## src/rtl/synth_loader.sv

```systemverilog
module synth_loader #(
  parameter int WORD_W     = 24,
  parameter int HALF_CLKS  = 4,
  parameter int PAUSE_BIT  = 13,
  parameter int PAUSE_SLOW = 119,
  parameter int PAUSE_MID  = 33,
  parameter int PAUSE_FAST = 1
) (
  input  logic              clk,
  input  logic              rst_n,
  input  logic [WORD_W-1:0] word_a,
  input  logic [WORD_W-1:0] word_b,
  input  logic [1:0]        rate_sel,
  input  logic              fn_en,
  input  logic              dev_on,
  output logic              syn_data,
  output logic              syn_clk,
  output logic              syn_le,
  output logic              osc_en,
  output logic              busy
);
  localparam int PMAX0 = (PAUSE_SLOW > PAUSE_MID) ? PAUSE_SLOW : PAUSE_MID;
  localparam int PMAX  = (PMAX0 > PAUSE_FAST) ? PMAX0 : PAUSE_FAST;
  localparam int PW    = $clog2(PMAX + 1);
  localparam int CW    = $clog2(2 * HALF_CLKS + PMAX + 1);
  localparam int BW    = (WORD_W > 1) ? $clog2(WORD_W) : 1;

  typedef enum logic [2:0] {S_IDLE, S_LO, S_HI, S_LE, S_GAP} st_t;

  st_t             st;
  logic [CW-1:0]   cnt;
  logic [BW-1:0]   bit_q;
  logic            blk;
  logic [WORD_W-1:0] sh, wb;
  logic [PW-1:0]   pause_q, sel_pause;
  logic            dev_on_q, start;

  assign sel_pause = (rate_sel == 2'b00) ? PW'(PAUSE_SLOW) :
                     (rate_sel == 2'b01) ? PW'(PAUSE_MID)  : PW'(PAUSE_FAST);
  assign start    = (st == S_IDLE) && fn_en && dev_on && !dev_on_q;

  assign syn_clk  = (st == S_HI);
  assign syn_le   = (st == S_LE);
  assign syn_data = (st == S_LO || st == S_HI) ? sh[WORD_W-1] : 1'b0;
  assign busy     = (st != S_IDLE);
  assign osc_en   = busy;

  function automatic logic [CW-1:0] low_len(input logic [BW-1:0] b, input logic [PW-1:0] p);
    return CW'(HALF_CLKS - 1) + ((b == BW'(PAUSE_BIT - 1)) ? CW'(p) : CW'(0));
  endfunction

  always_ff @(posedge clk or negedge rst_n) begin
    if (!rst_n) begin
      st <= S_IDLE; cnt <= '0; bit_q <= '0; blk <= 1'b0;
      sh <= '0; wb <= '0; pause_q <= '0; dev_on_q <= 1'b0;
    end else begin
      dev_on_q <= dev_on;
      case (st)
        S_IDLE: if (start) begin
          sh <= word_a; wb <= word_b; pause_q <= sel_pause;
          blk <= 1'b0; bit_q <= '0; st <= S_LO;
          cnt <= low_len('0, sel_pause);
        end
        S_LO: if (cnt == 0) begin
          st <= S_HI; cnt <= CW'(HALF_CLKS - 1);
        end else cnt <= cnt - 1'b1;
        S_HI: if (cnt == 0) begin
          if (bit_q == BW'(WORD_W - 1)) begin
            st <= S_LE; cnt <= CW'(2 * HALF_CLKS - 1);
          end else begin
            st <= S_LO; bit_q <= bit_q + 1'b1; sh <= sh << 1;
            cnt <= low_len(bit_q + 1'b1, pause_q);
          end
        end else cnt <= cnt - 1'b1;
        S_LE: if (cnt == 0) begin
          if (!blk) begin
            st <= S_GAP; blk <= 1'b1;
            cnt <= CW'(HALF_CLKS - 1) + CW'(pause_q);
          end else st <= S_IDLE;
        end else cnt <= cnt - 1'b1;
        S_GAP: if (cnt == 0) begin
          st <= S_LO; sh <= wb; bit_q <= '0;
          cnt <= low_len('0, pause_q);
        end else cnt <= cnt - 1'b1;
        default: st <= S_IDLE;
      endcase
    end
  end

  // data held while the serial clock stays high
  a_r5_data_stable_high: assert property (@(posedge clk) disable iff (!rst_n)
    syn_clk && $past(syn_clk) |-> $stable(syn_data));

  // a transfer begins only after an enabled OFF-to-ON edge
  a_r2_start_cause: assert property (@(posedge clk) disable iff (!rst_n)
    $rose(busy) |-> $past(fn_en) && $past(dev_on) && !$past(dev_on_q));

  // latch pulse follows a clock-high phase
  a_r8_le_after_clock: assert property (@(posedge clk) disable iff (!rst_n)
    $rose(syn_le) |-> $past(syn_clk));

  // a transfer ends only out of the second latch pulse
  a_r10_end_from_le: assert property (@(posedge clk) disable iff (!rst_n)
    $fell(busy) |-> $past(syn_le) && blk);

  // latch and clock never high together
  a_r8_le_clk_excl: assert property (@(posedge clk) disable iff (!rst_n)
    !(syn_le && syn_clk));
endmodule

```

## config.mk

```make
export PLATFORM = sky130hd
export DESIGN_NAME = synth_loader
export DESIGN_NICKNAME = d
export VERILOG_FILES = /design/src/rtl/synth_loader.sv
export SDC_FILE = /design/constraint.sdc
export NUM_CORES = 1
export LEC_CHECK = 0
export CAP_MARGIN = 10
export CORE_ASPECT_RATIO = 0.5
export CORE_MARGIN = 3
export CORE_UTILIZATION = 30
export CTS_CLUSTER_DIAMETER = 40
export CTS_CLUSTER_SIZE = 20
export DETAILED_ROUTE_END_ITERATION = 7
export SYNTH_ARGS = -nofsm -noshare
export SYNTH_HDL_FRONTEND = slang
export SYNTH_SLANG_ARGS = --single-unit
```

## constraint.sdc

```tcl
create_clock -name clk -period 2.4 [get_ports clk]
set_clock_uncertainty 0.2 [all_clocks]
set_input_delay 0.36 -clock clk [delete_from_list [all_inputs] [get_ports clk]]
set_output_delay 0.36 -clock clk [all_outputs]
set_load 0.02 [all_outputs]
```

==> results.cfg <==
[critical_path]
endpoint_kind = output port
cp_data_arrival_time_ps = 1770
max_stage_delay_ps = 650
crit_type = flop to output port
crit_chain = xnor2_1 > nor3b_1 > clkdlybuf4s50_1
startpoint_type = flop
crit_path_top_delay_cell = clkdlybuf4s50_1
startpoint = st[1]$_DFFE_PN0P_
path_max_fanout = 7
required_ps = 1840
reg2reg_from = bit_q[0]$_DFFE_PN0P_

[sta]
fmax_mhz = 428.6
period_needed_ps = 2333
setup_viol = 0
hold_viol = 0
finalMaxSlewViolations = 0
finalWorstSetupSlack_ps = 67.09
max_slew.worst_pin.slew_ps = 622.7
rsz0062_at_grt = no
whs_ps = 303.8
min_period_over_period = 0.9720
max_slew_margin = 0.5849
fin_setup_tns_ps = 0

[finish]
antenna_cells = 0
fin_cells = 560
layout_commonest_cell = dfrtp_1
drive_gt1_frac = 0.1855
syn_to_final_growth_pct = 33.54
nets = 472
final_cell_mix = dfrtp_1, clkdlybuf4s50_1, nor2_1

[floorplanning]
die_w_um = 158.1
die_h_um = 82.05
core_area_sq_mm = 0.01115
start_util = 0.3112
num_rows = 27
top_level_ports = 59
die_area_sq_mm = 0.01297

[clocking]
h-tree-depth = 3
cts.clk_slew.worst_paths_ps = 50
cts_root_buffer = clkbuf_16
clkSinkCount = 68
cts_tree = built
cts_made_buffers = 9
cts_max_path_buffers = 2
clkLatencyLatePin_ps = 330

[routing]
firstDrtPassIters = 5
viasPerCell = 5.073
drt_iter0_markers = 118
drt-total-wl_um = 8647
drc_errors = 0
vias = 2841
routedWlPerCell_um = 15.44
antenna_left = 0

[placement]
place_ws_ps = 39.74
gp_congestion = 0.8429
io_buffers = 58
hpwl_um = 6095
dp.cells = 543

[logic_synthesis]
avgSynthCellArea_sq_um = 10.20
synth_fp_nets = 399
synth_edf_count = 0
ys_top_cells_by_area = dfrtp_1, mux2_2, a22oi_1
synthArstFlopShare = 1.000
synth-seq-cells = 68
synth_cell_types = 53
synth_ff_type = dfrtp_1
synth_area_sq_mm = 0.003470
synth.largest_area_cell = dfrtp_1
synthCells = 340
synth.top_cell.area_share = 0.4904
yosys_warnings = 0
ys_seq_area_frac = 0.4904

[global_routing]
grt_usage = 0.1415
grt_overflow = 0
antenna_found_initial = 0
grt_pass1_wl_um = 14390
grt_pass1_vias = 2863
grt_start_max_net_pins = 51

[run_status]
status = finished clean

[power_and_ir_drop]
pwr_density_cell_mw_per_mm2 = 592.8
fin_total_pwr_mw = 2.747
leakagePower_nw = 1.905
vdd.ir_drop.worst_uv = 297.0

[worst_hold_path]
worstHoldPathType = flop to flop
hp-start = wb[15]$_DFFE_PN0P_

[job]
max_cap_viol_count = 0
-- worst max-delay path: cells and delay by family, from the launching register on --
family                    cells  cell delay, ps
and+or+nand+nor               1             200
buffers and inverters         1             650
xor gates and xnor gates      1             150
DFF                           1             440
-- layout make-up --
| type | count | area, sq um |
|---|---|---|
| Fill cell | 1100 | 6515 |
| Sequential cell | 68 | 1702 |
| Multi-Input combinational cell | 244 | 1613 |
| Timing Repair Buffer | 83 | 798.3 |
| Clock buffer | 11 | 252.7 |
| Tap cell | 145 | 181.4 |
| Clock inverter | 2 | 60.06 |
| Inverter | 7 | 26.28 |
-- flip-flops by register name, indices dropped and copies added (netlist names) --
signal / flops
blk: 1
bit_q: 5
sh: 24
dev_on_q: 1
st: 3
wb: 24
cnt: 7
pause_q: 3
-- per-layer routing --
metal | part of all wire | wire length (um) | track usage
met5 | 0 | 0 | 0
met2 | 0.47 | 4064 | 0.2250
met4 | 0.011 | 93 | 0.03863
met3 | 0.028 | 245 | 0.04263
met1 | 0.49 | 4243 | 0.1891
-- cell families after synthesis --
kind of cell | synth area share
buf+inv | 0.04616
flops | 0.4904
mux | 0.08078
simple gates | 0.1745
xor+xnor | 0.007574
compound gates | 0.1825
fa+ha+maj | 0.01803
-- where the power goes --
part / internal (mW) / switching (mW)
combinational: 0.102 / 0.0554
clock: 0.948 / 0.460
sequential: 1.17 / 0.0130
total: 2.22 / 0.529
-- cells in the mapped netlist, drive strengths merged (6+ instances only) --
cell,number
nand2,35
a22oi,24
dfrtp,68
nand2b,6
a31oi,25
a21oi,10
mux2,24
o21ai,13
buf,14
inv,7
nor2,45
clkbuf,7
-- timing repair --
item / CTS / global route
hold endpoints to repair: 23 / 0
setup buffers: 0 / 3
setup endpoints to repair: 4 / 23
gates resized for setup: 4 / 2
hold buffers: 1 / 0
pin swaps: 0 / 2
-- worst paths after layout --
kind                                       to  slack, ps  cells after the start
min in group asynchronous  cnt[0]$_DFFE_PN0P_        380                      2
setup / recovery                     syn_data         70                      3
hold reg to reg            wb[15]$_DFFE_PN0P_        300                      1
setup reg to reg           cnt[1]$_DFFE_PN0P_         90                      8
hold / removal             wb[15]$_DFFE_PN0P_        300                      1
max in group asynchronous  sh[21]$_DFFE_PN0P_        990                      3
-- per-stage QoR --
step	util	instance area (sq um)
global placement	0.3846	4288
finish	0.4156	4633
floorplan	-	3470
detailed placement	0.3846	4288
CTS	0.4131	4606
global route	0.4156	4633
Note: power is estimated with default switching activity, not from simulation.
